[src/rtl/tc_pkg.sv]
package tc_pkg;

  typedef enum logic [1:0] {
    WK_PLAIN = 2'd0,
    WK_FAST  = 2'd1,
    WK_DUAL  = 2'd2
  } wave_kind_e;

  // Counter behaviour class for a wave code.
  function automatic wave_kind_e kind_of(input logic [2:0] wave);
    if (!wave[0])     return WK_PLAIN;
    else if (wave[1]) return WK_FAST;
    else              return WK_DUAL;
  endfunction

  // TOP comes from compare A in the clear-on-compare code and in the
  // PWM codes that have bit 2 set.
  function automatic logic top_from_a(input logic [2:0] wave);
    return (wave == 3'b010) || (wave[2] && wave[0]);
  endfunction

  // Whether the flip-flop owns the pin.
  function automatic logic pin_connected(input wave_kind_e kind,
                                         input logic [1:0] fld,
                                         input logic       tog_ok);
    if (fld == 2'b00) return 1'b0;
    if (kind != WK_PLAIN && fld == 2'b01) return tog_ok;
    return 1'b1;
  endfunction

  // Next output flip-flop value for one channel.
  function automatic logic oc_next(input wave_kind_e kind,
                                   input logic [1:0] fld,
                                   input logic       tog_ok,
                                   input logic       hit,
                                   input logic       wrap,
                                   input logic       rising,
                                   input logic       cur);
    logic nx;
    nx = cur;
    unique case (kind)
      WK_PLAIN: begin
        if (hit) begin
          case (fld)
            2'b01:   nx = ~cur;
            2'b10:   nx = 1'b0;
            2'b11:   nx = 1'b1;
            default: nx = cur;
          endcase
        end
      end
      WK_FAST: begin
        case (fld)
          2'b01:   if (tog_ok && hit) nx = ~cur;
          2'b10:   if (wrap) nx = 1'b1; else if (hit) nx = 1'b0;
          2'b11:   if (wrap) nx = 1'b0; else if (hit) nx = 1'b1;
          default: nx = cur;
        endcase
      end
      default: begin
        case (fld)
          2'b01:   if (tog_ok && hit) nx = ~cur;
          2'b10:   if (hit) nx = ~rising;
          2'b11:   if (hit) nx = rising;
          default: nx = cur;
        endcase
      end
    endcase
    return nx;
  endfunction

endpackage

[src/rtl/tc_count.sv]
module tc_count
  import tc_pkg::*;
#(
  parameter int CW = 8
) (
  input  logic          clk,
  input  logic          rst_n,
  input  wave_kind_e    kind,
  input  logic [CW-1:0] top,
  output logic [CW-1:0] cnt,
  output logic          at_top,
  output logic          rising
);

  localparam logic [CW-1:0] ONE = CW'(1);

  logic          up_q;
  logic          up_d;
  logic [CW-1:0] cnt_d;

  // Direction of the step the counter takes next.
  function automatic logic next_goes_up(input logic [CW-1:0] c,
                                        input logic          up,
                                        input logic [CW-1:0] t);
    return up ? (c < t) : (c == '0);
  endfunction

  assign at_top = (cnt == top);
  assign rising = (kind == WK_DUAL) ? next_goes_up(cnt, up_q, top) : 1'b1;

  always_comb begin
    cnt_d = cnt;
    up_d  = up_q;
    if (kind == WK_DUAL) begin
      if (top == '0) begin
        cnt_d = '0;
        up_d  = 1'b1;
      end else if (up_q) begin
        if (cnt >= top) begin
          cnt_d = cnt - ONE;
          up_d  = 1'b0;
        end else begin
          cnt_d = cnt + ONE;
        end
      end else if (cnt == '0) begin
        cnt_d = ONE;
        up_d  = 1'b1;
      end else begin
        cnt_d = cnt - ONE;
      end
    end else begin
      up_d  = 1'b1;
      cnt_d = at_top ? '0 : cnt + ONE;
    end
  end

  always_ff @(posedge clk or negedge rst_n) begin
    if (!rst_n) begin
      cnt  <= '0;
      up_q <= 1'b1;
    end else begin
      cnt  <= cnt_d;
      up_q <= up_d;
    end
  end

  AST_FAST_WRAP: assert property (@(posedge clk) disable iff (!rst_n)
    (kind == WK_FAST && at_top) |=> (cnt == '0));
  AST_DUAL_TURN: assert property (@(posedge clk) disable iff (!rst_n)
    (kind == WK_DUAL && up_q && at_top && top != '0) |=> (cnt == CW'($past(cnt) - ONE)));

endmodule

[src/rtl/tc_oc_chan.sv]
module tc_oc_chan
  import tc_pkg::*;
#(
  parameter int CW      = 8,
  parameter bit HAS_TOG = 1'b0
) (
  input  logic          clk,
  input  logic          rst_n,
  input  wave_kind_e    kind,
  input  logic          wave_hi,
  input  logic [1:0]    fld,
  input  logic          wr_en,
  input  logic [CW-1:0] wr_val,
  input  logic [CW-1:0] cnt,
  input  logic          at_top,
  input  logic          rising,
  input  logic          port_bit,
  output logic [CW-1:0] cmp_act,
  output logic          pin
);

  logic [CW-1:0] buf_q;
  logic [CW-1:0] act_q;
  logic          oc_q;

  // Named internal events.
  logic hit;
  logic load_ev;
  logic tog_ok;
  logic conn;

  assign tog_ok  = HAS_TOG && wave_hi;
  assign hit     = (cnt == act_q);
  assign load_ev = (kind != WK_PLAIN) && at_top;
  assign conn    = pin_connected(kind, fld, tog_ok);

  always_ff @(posedge clk or negedge rst_n) begin
    if (!rst_n) begin
      buf_q <= '0;
      act_q <= '0;
      oc_q  <= 1'b0;
    end else begin
      if (wr_en) buf_q <= wr_val;
      if (kind == WK_PLAIN) begin
        if (wr_en) act_q <= wr_val;
      end else if (load_ev) begin
        act_q <= buf_q;
      end
      oc_q <= oc_next(kind, fld, tog_ok, hit, at_top, rising, oc_q);
    end
  end

  assign cmp_act = act_q;
  assign pin     = conn ? oc_q : port_bit;

  AST_BUF_HOLD: assert property (@(posedge clk) disable iff (!rst_n)
    (kind != WK_PLAIN && !at_top) |=> $stable(act_q));
  AST_OC_QUIET: assert property (@(posedge clk) disable iff (!rst_n)
    (!hit && !at_top) |=> $stable(oc_q));
  AST_TOP_WINS: assert property (@(posedge clk) disable iff (!rst_n)
    (kind == WK_FAST && fld == 2'b10 && at_top) |=> oc_q);
  AST_DUAL_FALL_SET: assert property (@(posedge clk) disable iff (!rst_n)
    (kind == WK_DUAL && fld == 2'b10 && hit && !rising) |=> oc_q);

endmodule

[src/rtl/tc_pwm_unit.sv]
module tc_pwm_unit
  import tc_pkg::*;
#(
  parameter int CW = 8
) (
  input  logic          clk,
  input  logic          rst_n,
  input  logic          cfg_we,
  input  logic [2:0]    cfg_wave,
  input  logic [1:0]    cfg_fld_a,
  input  logic [1:0]    cfg_fld_b,
  input  logic          cmp_a_we,
  input  logic [CW-1:0] cmp_a_val,
  input  logic          cmp_b_we,
  input  logic [CW-1:0] cmp_b_val,
  input  logic [1:0]    port_data,
  input  logic [1:0]    port_dir,
  output logic          pin_a,
  output logic          pin_b,
  output logic [1:0]    pin_oe
);

  localparam int NCH = 2;

  logic [2:0]    wave_q;
  logic [1:0]    fld_q  [NCH];
  logic [1:0]    fld_in [NCH];
  logic [CW-1:0] wr_val [NCH];
  logic [CW-1:0] act    [NCH];
  logic [NCH-1:0] wr_en;
  logic [NCH-1:0] pin_w;

  wave_kind_e    kind;
  logic [CW-1:0] top;
  logic [CW-1:0] cnt;
  logic          at_top;
  logic          rising;

  assign fld_in[0] = cfg_fld_a;
  assign fld_in[1] = cfg_fld_b;
  assign wr_val[0] = cmp_a_val;
  assign wr_val[1] = cmp_b_val;
  assign wr_en     = {cmp_b_we, cmp_a_we};

  always_ff @(posedge clk or negedge rst_n) begin
    if (!rst_n) begin
      wave_q <= 3'b000;
      for (int i = 0; i < NCH; i++) fld_q[i] <= 2'b00;
    end else if (cfg_we) begin
      wave_q <= cfg_wave;
      for (int i = 0; i < NCH; i++) fld_q[i] <= fld_in[i];
    end
  end

  assign kind = kind_of(wave_q);
  assign top  = top_from_a(wave_q) ? act[0] : '1;

  tc_count #(.CW(CW)) u_count (
    .clk    (clk),
    .rst_n  (rst_n),
    .kind   (kind),
    .top    (top),
    .cnt    (cnt),
    .at_top (at_top),
    .rising (rising)
  );

  for (genvar g = 0; g < NCH; g++) begin : g_ch
    tc_oc_chan #(.CW(CW), .HAS_TOG(g == 0)) u_ch (
      .clk      (clk),
      .rst_n    (rst_n),
      .kind     (kind),
      .wave_hi  (wave_q[2]),
      .fld      (fld_q[g]),
      .wr_en    (wr_en[g]),
      .wr_val   (wr_val[g]),
      .cnt      (cnt),
      .at_top   (at_top),
      .rising   (rising),
      .port_bit (port_data[g]),
      .cmp_act  (act[g]),
      .pin      (pin_w[g])
    );
  end

  assign pin_a  = pin_w[0];
  assign pin_b  = pin_w[1];
  assign pin_oe = port_dir;

  AST_CFG_HOLD: assert property (@(posedge clk) disable iff (!rst_n)
    !cfg_we |=> $stable(wave_q));

endmodule

[config.mk]
export PLATFORM = sky130hd
export DESIGN_NAME = tc_pwm_unit
export DESIGN_NICKNAME = d
export VERILOG_FILES = /design/src/rtl/tc_pkg.sv /design/src/rtl/tc_count.sv /design/src/rtl/tc_oc_chan.sv /design/src/rtl/tc_pwm_unit.sv
export SDC_FILE = /design/constraint.sdc
export NUM_CORES = 1
export LEC_CHECK = 0
export ABC_AREA = 1
export BUFFER_PORTS_ARGS = -buffer_cell sky130_fd_sc_hd__buf_2
export CAP_MARGIN = 25
export CORE_MARGIN = 1.5
export CORE_UTILIZATION = 63
export DETAILED_ROUTE_END_ITERATION = 12
export GPL_ROUTABILITY_DRIVEN = 0
export PLACE_DENSITY_LB_ADDON = 0.15
export SYNTH_ARGS = -nofsm -noshare
export SYNTH_HDL_FRONTEND = slang
export SYNTH_SLANG_ARGS = --single-unit
[constraint.sdc]
create_clock -name clk -period 4.5 [get_ports clk]
set_clock_uncertainty 0.05 [all_clocks]
set_input_delay 0 -clock clk [delete_from_list [all_inputs] [get_ports clk]]
set_output_delay 0 -clock clk [all_outputs]
set_load 0.01 [all_outputs]
======== Word-level counts from Yosys, hierarchy flattened ========
Index checks and enable logic that the tools add are counted.
storage, ports and cells
  bits in registers ....................... 50
  output and inout port bits .............. 4
  bits of input ports ..................... 32
  word-level logic and storage cells ...... 124
cells by class
  reductions and logical operators ........ 20
  mux-type cells .......................... 61
  add/subtract/negate cells ............... 2
  eq/ne operators ......................... 25
  order comparisons ....................... 2
  bitwise operators ....................... 3
operators by type and width
  operator               count
  $mux W8                13
  $mux W1                38
  $eq A8 B8 Y1           3
  $logic_not A8 Y1       2
  $ne A3 B2 Y1 const B   5
  $ne A3 B1 Y1 const B   4
  $pmux W1 S3            4
  $eq A2 B2 Y1 const B   5
  $reduce_bool A3 Y1     3
  $add A8 B1 Y8 const B  1
  $ge A8 B8 Y1           1
  $lt A8 B8 Y1           1
  $pmux W1 S2            4
  $reduce_and A8 Y1      1
  $sub A8 B1 Y8 const B  1
  $eq A2 B1 Y1 const B   3
  $logic_not A2 Y1       3
  $reduce_and A6 Y1      1
  $logic_and A1 B1 Y1    5
  $mux W2                2
  $ne A2 B1 Y1 const B   2
  $ne A2 B2 Y1 const B   2
  $reduce_and A2 Y1      2
  $reduce_bool A2 Y1     2
  3 further kinds        5

======== Longest topological paths before layout ========
Gate-level depths: netlist (run 1).
  depth after elaboration ................. 10
  mapped depth ............................ 20
  mapped depth without buffers ............ 20

======== Modules after synthesis ========
A second synthesis (run 1) with hierarchy kept.
second synthesis, totals
  cell total of the unflattened synthesis .. 468
  area total of the unflattened synthesis .. 3,397.0 sq um
modules (own cells, without submodules)
  module                     area an instance (sq um)  seq. area each (sq um)  cells each  instances
  tc_count                   1,023.5                   226.5                   149         1
  tc_oc_chan (g_ch[0].u_ch)  1,001.0                   425.4                   139         1
  tc_oc_chan (g_ch[1].u_ch)  974.7                     425.4                   127         1
  tc_pwm_unit                397.9                     175.2                   53          1

======== Worst setup path before layout (run 1) ========
Ideal clock, no wire load.
  kind .................................... register to register
  from .................................... reg wave_q[2]
  to ...................................... reg g_ch[1].u_ch.oc_q
  library setup time ...................... 0.127 ns
  cell stages (with the launch flop) ...... 16
  required time ........................... 4.323 ns
  slack ................................... 2.380 ns
  period minus slack after synthesis ...... 2.120 ns
  data arrival time ....................... 1.943 ns
  buffers on the path ..................... 0
  cells stage by stage .................... dfrtp_1 > inv_1 > nand2_1 > nand2_2 > nor2_1 > ha_1 > nand2_1 > nor2_2 > nand4_2 > ha_1 > nor2_1 > o21ai_0 > o31ai_1 > nand2_1 > nand2_1 > o21ai_0
on the way
  longest elaborated chain between the ends .. 10
  elaborated cells on any way between the ends .. 19
  classes of those cells .................. order compare (1); eq/ne (4); mux (10); bitwise (1); reduce/logical (3)
RTL lines
  element                                                     RTL line           RTL
  start: declaration                                          tc_pwm_unit.sv:25  logic [2:0] wave_q;
  start signal: assignment                                    tc_pwm_unit.sv:50  wave_q <= cfg_wave;
  $eq A3 B2 Y1 / $logic_and A1 B1 Y1 (equally long branches)  tc_pkg.sv:19       return (wave == 3'b010) || (wave[2] && wave[0]);
  $logic_or A1 B1 Y1 (*)                                      tc_pkg.sv:19
  $mux W8 (*)                                                 tc_pwm_unit.sv:56  assign top = top_from_a(wave_q) ? act[0] : '1;
  $lt A8 B8 Y1                                                tc_count.sv:25     return up ? (c < t) : (c == '0);
  $mux W1                                                     tc_count.sv:25
  $mux W1                                                     tc_count.sv:29     assign rising = (kind == WK_DUAL) ? next_goes_up(cnt, up_q, top) : 1'b1;
  $not A1 Y1                                                  tc_pkg.sv:63       2'b10: if (hit) nx = ~rising;
  $mux W1                                                     tc_pkg.sv:63
  $pmux W1 S2                                                 tc_pkg.sv:61       case (fld)
  $pmux W1 S2                                                 tc_pkg.sv:41       unique case (kind)
  end signal: assignment                                      tc_oc_chan.sv:49   oc_q <= oc_next(kind, fld, tog_ok, hit, at_top, rising, oc_q);
  end: declaration                                            tc_oc_chan.sv:24   logic oc_q;
Mark *: on every way between the ends. The rest lies on a longest branch, timed or not. The select of a mux whose other input is x is not followed.
A chain may end at the register's enable or synchronous reset.

======== Worst setup path in the final report (run 1) ========
  from .................................... reg wave_q[0]
  to ...................................... reg g_ch[1].u_ch.oc_q
on the way
  longest elaborated chain between the ends .. 10
  elaborated cells on any way between the ends .. 28
  classes of those cells .................. order compare (1); eq/ne (10); mux (11); bitwise (1); reduce/logical (5)
RTL lines
  element                                                     RTL line
  $eq A3 B2 Y1 / $logic_and A1 B1 Y1 (equally long branches)  tc_pkg.sv:19
  $logic_or A1 B1 Y1                                          tc_pkg.sv:19
  $mux W8                                                     tc_pwm_unit.sv:56
  $lt A8 B8 Y1                                                tc_count.sv:25
  $mux W1                                                     tc_count.sv:25
  $mux W1                                                     tc_count.sv:29
  $not A1 Y1                                                  tc_pkg.sv:63
  $mux W1                                                     tc_pkg.sv:63
  $pmux W1 S2                                                 tc_pkg.sv:61
  $pmux W1 S2                                                 tc_pkg.sv:41
Several ways; a longest one is shown, not always the timed one. The select of a mux whose other input is x is not followed.

==> results of run 1 <==
## power by group through the flow
stage	Sequential (mW)	Clock (mW)	Combinational [mW]
3_3_place_gp	0.631	0	0.454
4_1_cts	0.626	0.296	0.504
3_5_place_dp	0.632	0	0.473
6_report	0.630	0.294	0.524
5_1_grt	0.638	0.311	0.585
2_1_floorplan	0.581	0	0.403
## worst min-delay path by stage
stage | start | endpoint | slack (ns) | cells past startpoint
detailed placement | rst_n | u_count.cnt[6] | -0.08 | 1
global placement | port_dir[1] | pin_oe[1] | -0.05 | 0
CTS | cmp_b_we | g_ch[1].u_ch.buf_q[4] | 0.0005 | 3
global route | cmp_b_we | g_ch[1].u_ch.buf_q[4] | 0.03 | 3
floorplan | rst_n | fld_q[0] | -0.35 | 0
finish | cmp_b_we | g_ch[1].u_ch.buf_q[4] | -0.0003 | 3
## cell usage in the layout (no fill, tap or decap), drive strengths merged
cell type | Yosys | layout
nand2 | 122 | 122
nor2 | 44 | 44
a21oi | 12 | 12
o21ai | 39 | 39
dlygate4sd3 | 0 | 40
inv | 61 | 62
nand4 | 4 | 4
clkbuf | 6 | 6
clkinv | 1 | 1
a211oi | 2 | 2
o22ai | 5 | 5
mux2 | 4 | 4
clkinvlp | 0 | 1
xnor2 | 5 | 5
dfstp | 1 | 1
nor4 | 1 | 1
o31ai | 1 | 1
xor2 | 10 | 10
dfrtp | 49 | 49
ha | 11 | 11
nor3 | 2 | 2
o211ai | 14 | 14
nand3 | 18 | 18
a31oi | 6 | 6
buf | 10 | 33
## cell type report
| cell class | count | area (sq um) | area share, % |
|---|---|---|---|
| sequential | 50 | 1250 | 32.4 |
| multi-input combinational | 300 | 1620 | 41.8 |
| tap | 67 | 83.8 | 2.17 |
| clock buffer | 6 | 82.6 | 2.14 |
| clock inverter | 2 | 16.3 | 0.421 |
| inverter | 62 | 233 | 6.02 |
| timing repair buffer | 73 | 583 | 15.1 |
## routing by layer
layer / vias to the layer above / track usage (%) / wire length [um]
met5: - / 0 / 0
met4: 0 / 15.6 / 348
met3: 47 / 8.13 / 694
met2: 190 / 53.4 / 3840
met1: 1369 / 41.0 / 3310
li1: 1498 / - / -
## worst register-to-register path, stage by stage (launching register included)
cell	delay, ns
dfrtp_1	0.48
inv_2	0.33
o21ai_2	0.13
nand2_2	0.16
nor2_1	0.06
ha_1	0.33
nand2_1	0.08
nor2_2	0.15
nand4_2	0.16
ha_1	0.36
o21ai_0	0.26
a31oi_1	0.10
o21ai_0	0.19
## kinds of logic after synthesis
group	after synthesis	share of synthesized area, %
and+or+nand+nor	191	26.1
AOI/OAI and AO/OA	79	14.6
buffers and inverters	78	10.5
DFF	50	39.1
xor gates and xnor gates	15	4.10
adders and majority gates	11	4.29
muxes	4	1.40
## sequential cells by signal, summed over array words and instances, names as in the netlist
name and count:
g_ch.u_ch.buf_q 16, g_ch.u_ch.cmp_act 16, u_count.cnt 8, fld_q 4, wave_q 3, g_ch.u_ch.oc_q 2
u_count.up_q 1
## metrics by stage
stage	hold slack (ns)	std cells	power [mW]
5_1_grt	0.0272	560	1.53
6_report	-0.000347	560	1.45
2_1_floorplan	-0.346	428	0.984
3_5_place_dp	-0.0787	512	1.11
4_1_cts	0.000497	560	1.43
3_3_place_gp	-0.0499	511	1.09
==> metrics.txt, run 1 <==
Crit. End Element=register; setup TNS=0 ns; Worst EP arrival=3.09 ns; PortBufs=31; area leader, netlist=dfrtp_1; Comb pwr share=36.2%; Residual DRC=0; Vias=3104; Fillers=345; Vias/cell=5.54; CP max-delay cell=dfrtp_1; VDD IR-drop max=0.265 mV; total track usage=32.7%; first-pass iteration count of the detailed router=7; Worst Tran Pin Value=0.489 ns; Seq/Total Area, Yosys=39.1%; CTS buffer count=5; global route overflow=0; vias in the first global route=2947; Max Freq=0.345 GHz; largest net degree at the start of global routing=33; Clk pin slew, worst setup/hold paths=0.10 ns; P_leak=1.90 nW; R2R depth=12; max-cap violation count=0; Synth Cell Area=3210 sq um; clock power share=20.3%; Synth Flop Type=dfrtp_1; minimum clock period=2.90 ns; Post-synth EDFFs=0; Critical Path Source=wave_q[0]; post-route ant nets=0; failing checks=negative hold slack; Synth Register Bits=50; Synth cell types=35; Seq pwr share=43.5%; top-count cell post-synth=nand2_1; pwr dens=374 nW/um^2; worst min-delay path category=in2reg; I/O pins=36; htree depth=2; nets=535; switching share of total power=40.1%; post-synthesis cell count=428; CTS tree=done; share of cells above drive strength 1=14.6%; Initial Util=66.6%; antenna cells=0; row count=25; R2R Path Start=wave_q[0]; commonest cells in the netlist=116 x nand2_1, 53 x inv_1, 49 x dfrtp_1; Setup Fix Bufs, Post-CTS=0; DIE AREA=5530 sq um; pre-CTS setup slack=1.86 ns; FFs w/ async S/R, synth=100%; Post-Syn Area per Cell=7.49 sq um; CP max stage delay=0.48 ns; DRT iter0 DRCs=366; top cell type's share of synthesized area=38.2%; Crit path max-delay family=adder cells; final instance area=3870 sq um; startpoint types=register; CORE AREA=4820 sq um; Reg2Reg Capture Point=g_ch[1].u_ch.oc_q; Core Util, Final=80.3%; Placed Instance Area=3370 sq um; Slew Viols, Final=0; Crit path depth=12; initial antenna violation count=0; Max FO, Critical Path=21; routed len/inst=14.6 um; kind of critical path=reg2reg; Rel. slew slack=67.4%; dpl hpwl=5.33 mm; critical-path cell list=inv_2 -> o21ai_2 -> nand2_2 -> nor2_1 -> ha_1 -> nand2_1 -> nor2_2 -> nand4_2 -> ha_1 -> o21ai_0 -> a31oi_1 -> o21ai_0; Skew-Pair Late Insertion Delay=0.32 ns; YS warnings=0; area grow syn2layout=20.6%; crit path to=g_ch[1].u_ch.oc_q; P_int=0.867 mW; final WL=8.19 mm; Clk Tree Root Cell=clkbuf_8; R2R setup slack=1.60 ns; Die X=74.3 um; Final setup viols=0; top cells by area, synth=dfrtp_1 38%, nand2_1 14%, inv_1 6.2%; first-pass GRT wire length=13.4 mm; Critical Path RT=4.69 ns; PnR worst setup slack=1.60 ns; Die Ht=74.3 um; status=complete, but fails checks; # resized after CTS=0; Hold-fix buffers, CTS=40; clk buf depth=2; syn_nets=471; switching power=0.581 mW; period utilization=64.4%; Sink Count=50; Final Hold Vio Count=1; Buf/Inv on CP=1; hold_ws=-0.000347 ns; RSZ-0062 raised after global routing=false
Power figures use the tool's default switching activity.
==> run 2: changes to the inputs <==
Settings changed: CORE_UTILIZATION 63 to 53.
Clock period 4.5 ns to 2.56 ns, I/O delays scaled along.
==> run 2 against run 1 <==
  * The run now ends clean
  * Sequential power increased by 71%
  * Critical path type unchanged
  * Clock-buffer cell count is the same
  * Via count is 5.1% lower
==> metrics.txt, run 2 (same netlist as run 1, synthesis figures left out) <==
status=complete, no violations; non-filler instance count after layout=566; Crit path top cell by count=nand2_1; row count=28; Worst Hold Path Cells=2; PortBufs=31; antenna cells=0; Skew-Pair Late Insertion Delay=0.31 ns; Vias=2945; share of cells above drive strength 1=15.7%; period utilization=97.4%; final instance area=3850 sq um; Sink Count=50; Reg2Reg Capture Point=g_ch[1].u_ch.oc_q; first-pass iteration count of the detailed router=5; R2R Path Start=wave_q[2]; area grow syn2layout=19.9%; pwr dens=672 nW/um^2; Worst Tran Pin Value=0.450 ns; CTS tree=done; Fillers=512; startpoint types=register; hold_ws=0.000761 ns; R2R setup slack=0.07 ns; Critical Path RT=2.71 ns; commonest non-fill, non-tap cell in the layout=nand2_1; Inst Count DP=525; max-cap violation count=0; Clk Tree Root Cell=clkbuf_8; minimum clock period=2.49 ns; CP max-delay cell=dfrtp_1; Residual DRC=0; final WL=7.60 mm; VDD IR-drop max=0.459 mV; CTS buffer count=5; Rel. slew slack=70.0%; kind of critical path=reg2reg; routed len/inst=13.4 um; largest net degree at the start of global routing=33; Die X=80.8 um; Final setup viols=0; DRT iter0 DRCs=234; Placed Instance Area=3400 sq um; htree depth=2; switching power=0.980 mW; Clk pin slew, worst setup/hold paths=0.09 ns; CORE AREA=5890 sq um; hold_sp=cmp_b_we; Seq pwr share=41.6%; global route overflow=0; critical-path cell list=buf_4 -> o21ai_2 -> nand2_4 -> nor2_1 -> ha_1 -> nand2_1 -> nor2_2 -> nand4_2 -> ha_1 -> nor2_1 -> o21ai_0 -> o31ai_1 -> nand2_1 -> nand2_1 -> o21ai_0; initial antenna violation count=0; WHS Endpoint=g_ch[1].u_ch.buf_q[2]; Worst EP arrival=2.64 ns; Core Util, Final=65.3%; clock power share=21.8%; Vias/cell=5.20; Slew Viols, Final=0; P_int=1.61 mW; Max FO, Critical Path=7; P_leak=1.89 nW; commonest cells after routing, fill and taps aside=116 x nand2_1, 53 x inv_1, 49 x dfrtp_1; Power Total=2.59 mW; clk buf depth=2; total track usage=25.7%; DIE AREA=6530 sq um; Comb pwr share=36.6%; R2R depth=15; nets=533; Initial Util=54.5%; Final Hold Vio Count=0; first-pass GRT wire length=12.7 mm; worst min-delay path category=in2reg; Max Freq=0.401 GHz; I/O pins=36; Crit. End Element=register; post-route ant nets=0; Die Ht=80.8 um; vias in the first global route=2734; CP max stage delay=0.39 ns; switching share of total power=37.9%; dpl hpwl=5.37 mm
[run 2: how the worst max path moves through the flow]
| stage | slack (ns) | cells past startpoint | endpoint | from |
|---|---|---|---|---|
| after CTS | 0.16 | 15 | g_ch[1].u_ch.oc_q | wave_q[2] |
| after detailed placement | 0.17 | 15 | g_ch[1].u_ch.oc_q | wave_q[2] |
| after global placement | 0.32 | 15 | g_ch[1].u_ch.oc_q | wave_q[1] |
| after global routing | -0.03 | 15 | g_ch[1].u_ch.oc_q | wave_q[2] |
| final | 0.07 | 15 | g_ch[1].u_ch.oc_q | wave_q[2] |
| after floorplan | 0.44 | 15 | g_ch[1].u_ch.oc_q | wave_q[2] |
[run 2: cell type report]
| class | count | area [sq um] | area share (%) |
|---|---|---|---|
| clock buffer | 6 | 72.6 | 1.89 |
| clock inverter | 2 | 37.5 | 0.976 |
| inverter | 62 | 233 | 6.05 |
| multi-input combinational | 300 | 1620 | 42.2 |
| sequential | 50 | 1250 | 32.6 |
| tap | 75 | 93.8 | 2.44 |
| timing repair buffer | 71 | 536 | 13.9 |
[run 2: power by group through the flow]
stage	Sequential (mW)	Combinational, mW	Clock [mW]
3_3_place_gp	1.09	0.870	0
3_5_place_dp	1.09	0.890	0
5_1_grt	1.09	1.08	0.604
4_1_cts	1.07	0.932	0.577
6_report	1.08	0.946	0.564
2_1_floorplan	1.02	0.708	0
[run 2: metal layers]
| metal | vias up | wire, um | GRT usage [%] |
|---|---|---|---|
| met5 | - | 0 | 0 |
| met4 | 0 | 191 | 8.45 |
| met3 | 24 | 393 | 3.82 |
| met2 | 104 | 3390 | 41.7 |
| met1 | 1329 | 3620 | 35.2 |
| li1 | 1488 | - | - |
[run 2: metrics by stage]
| step | setup TNS [ns] | worst slack [ns] |
|---|---|---|
| 5_1_grt | -0.0282 | -0.0282 |
| 2_1_floorplan | 0 | 0.440 |
| 6_report | 0 | 0.0654 |
| 3_5_place_dp | 0 | 0.168 |
| 4_1_cts | 0 | 0.165 |
| 3_3_place_gp | 0 | 0.324 |
[run 2: repair_timing]
item                                    4_1_cts  5_1_grt
buffers inserted                              0        1
gates resized for setup                       0        1
hold buffers                                 32        0
endpoints found under the setup margin        0        1
endpoints found under the hold margin        57        0
[run 2: worst max-delay path: cells and delay by family (launching register included)]
family | cells | cell delay [ns]
buffers and inverters | 1 | 0.15
and+or+nand+nor | 8 | 0.87
DFF | 1 | 0.39
adders and majority gates | 2 | 0.40
AOI/OAI and AO/OA | 4 | 0.54
==> run 3: changes to the inputs <==
Settings changed: ABC_AREA 1 to default.
==> run 3 against run 2 <==
  * The run now ends with negative setup slack left
  * Synthesized area down 4.5%
  * Synthesized cell count down 27%
  * Register-to-register slack worse by 0.11 ns
==> metrics.txt, run 3 <==
met2 wire len=3.45 mm; PortBufs=31; switching share of total power=36.3%; CTS buffer count=5; antenna cells=0; global route overflow=0; Sink Count=50; P_leak=1.78 nW; switching power=0.986 mW; Worst Tran Pin Value=0.583 ns; VDD IR-drop max=0.482 mV; Die X=79.0 um; Slew Viols, Final=0; first-pass iteration count of the detailed router=4; Final setup viols=4; row count=27; Post-Syn Area per Cell=9.75 sq um; YS warnings=0; Post-synth EDFFs=0; minimum clock period=2.60 ns; Placed Instance Area=3380 sq um; CORE AREA=5540 sq um; PnR worst setup slack=-0.0414 ns; DIE AREA=6240 sq um; Vias=2587; max-cap violation count=0; FFs w/ async S/R, synth=100%; Synth cell types=49; htree depth=2; commonest cells after routing, fill and taps aside=48 x dfrtp_1, 31 x buf_2, 30 x nand2_1; CP max stage delay=0.45 ns; Synth Register Bits=50; Critical Path RT=2.70 ns; Max Freq=0.384 GHz; Clk Tree Root Cell=clkbuf_8; routed len/inst=15.4 um; Residual DRC=0; syn_nets=357; Final Hold Vio Count=0; top cell type's share of synthesized area=40.0%; top cells by area, synth=dfrtp_1 40%, mux2_2 8.8%, mux2i_1 5.6%; Synth Flop Type=dfrtp_1; clk buf depth=2; pwr dens=678 nW/um^2; final instance area=4000 sq um; final WL=7.17 mm; first-pass GRT wire length=11.9 mm; failing checks=negative setup slack; Clk pin slew, worst setup/hold paths=0.10 ns; vias in the first global route=2463; commonest cells in the netlist=49 x dfrtp_1, 30 x nand2_1, 28 x nor2_1; P_int=1.73 mW; post-synthesis cell count=314; dpl hpwl=4.91 mm; largest net degree at the start of global routing=32; Crit path max-delay family=simple AND/OR/NAND/NOR gates; status=complete, but fails checks; Max FO, Critical Path=8; DRT iter0 DRCs=172; commonest non-fill, non-tap cell in the layout=dfrtp_1; M1 WL=3.30 mm; Skew-Pair Late Insertion Delay=0.31 ns; Vias/cell=5.56; Crit. End Element=register; Fillers=411; Comb pwr share=38.0%; Buf/Inv on CP=2; area leader, netlist=dfrtp_1; initial antenna violation count=0; Synth Cell Area=3060 sq um; period utilization=102%; Die Ht=79.0 um; startpoint types=register; CP max-delay cell=dfrtp_2; top-count cell post-synth=dfrtp_1; clock power share=20.9%; routed wl met3=298 um; total track usage=24.6%; area grow syn2layout=30.6%; critical-path cell list=and2_4 -> nor2_4 -> nor2_1 -> ha_1 -> nand4_1 -> buf_4 -> a31o_4 -> buf_6 -> a211o_1 -> a41oi_2 -> nand3_1; Worst EP arrival=2.74 ns; Seq pwr share=41.1%; RSZ-0062 raised after global routing=true; I/O pins=36; Seq/Total Area, Yosys=40.9%; nets=435; kind of critical path=reg2reg; Initial Util=55.3%; share of cells above drive strength 1=32.3%; Rel. slew slack=61.1%; uppermost layer routed=met4; Core Util, Final=72.2%; CTS tree=done; worst min-delay path category=in2reg; post-route ant nets=0
-- run 3: cell count changes after synthesis, moves of 7 or more --
cell / previous run / this run
inv_1: 53 / 7
inv_2: 8 / 0
mux2_2: 4 / 24
mux2i_1: 0 / 17
nand2_1: 116 / 30
nor2_1: 38 / 28
nor4_1: 1 / 8
o211ai_1: 14 / 2
-- run 3: path summary, 6_finish.rpt --
| check | startpoint | to | slack, ns | depth (start not counted) |
|---|---|---|---|---|
| worst max-delay path | wave_q[0] | u_count.cnt[3] | -0.04 | 11 |
| worst min-delay path | cfg_we | fld_q[2] | 0.03 | 2 |
| worst max register to register | wave_q[0] | u_count.cnt[3] | -0.04 | 11 |
| worst min register to register | g_ch[1].u_ch.cmp_act[0] | g_ch[1].u_ch.cmp_act[0] | 0.46 | 2 |
| max in group asynchronous | rst_n | g_ch[0].u_ch.cmp_act[2] | 1.58 | 3 |
| min in group asynchronous | rst_n | u_count.cnt[4] | 0.12 | 2 |
-- run 3: power by group through the flow --
stage | registers (mW) | logic, mW | clock network (mW)
3_3_place_gp | 1.12 | 0.888 | 0
5_1_grt | 1.14 | 1.15 | 0.602
4_1_cts | 1.12 | 1.01 | 0.580
3_5_place_dp | 1.13 | 0.919 | 0
2_1_floorplan | 1.04 | 0.718 | 0
6_report | 1.12 | 1.03 | 0.567
-- run 3: layer usage --
metal / vias up / track usage (%)
li1: 1285 / -
met1: 1227 / 33.9
met2: 65 / 39.7
met3: 10 / 4.02
met4: 0 / 8.25
met5: - / 0
-- run 3: kinds of logic after synthesis --
group / after synthesis / share of synthesized area (%)
flops: 50 / 40.9
compound gates: 62 / 13.6
buf+inv: 27 / 4.13
fa+ha+maj: 11 / 4.49
xor+xnor: 17 / 4.86
mux: 41 / 14.4
simple gates: 106 / 17.6
-- run 3: cell type report --
type | instances | area (sq um) | area share, %
clock buffer | 6 | 72.6 | 1.81
clock inverter | 2 | 37.5 | 0.938
inverter | 7 | 26.3 | 0.657
multi-input combinational | 238 | 1840 | 45.9
sequential | 50 | 1250 | 31.3
tap | 72 | 90.1 | 2.25
timing repair buffer | 90 | 683 | 17.1
-- run 3: repair_timing --
action,in CTS,in global routing
gates cloned,1,0
pin swaps,14,13
resized for setup,28,9
endpoints found under the hold margin,60,0
endpoints found under the setup margin,25,25
buffers inserted,6,4
hold buffers,28,0
-- run 3: through the flow --
step | setup slack [ns] | TNS [ns] | hold WS [ns] | total power, mW | instances
finish | -0.0414 | -0.0662 | 0.0289 | 2.71 | 465
global route | -0.212 | -1.29 | 0.0365 | 2.89 | 465
CTS | -0.0627 | -0.185 | 0.0247 | 2.70 | 462
detailed placement | -0.223 | -4.16 | -0.0598 | 2.05 | 419
global placement | -0.166 | -2.58 | -0.0658 | 2.01 | 419
floorplan | 0.0138 | 0 | -0.346 | 1.76 | 314
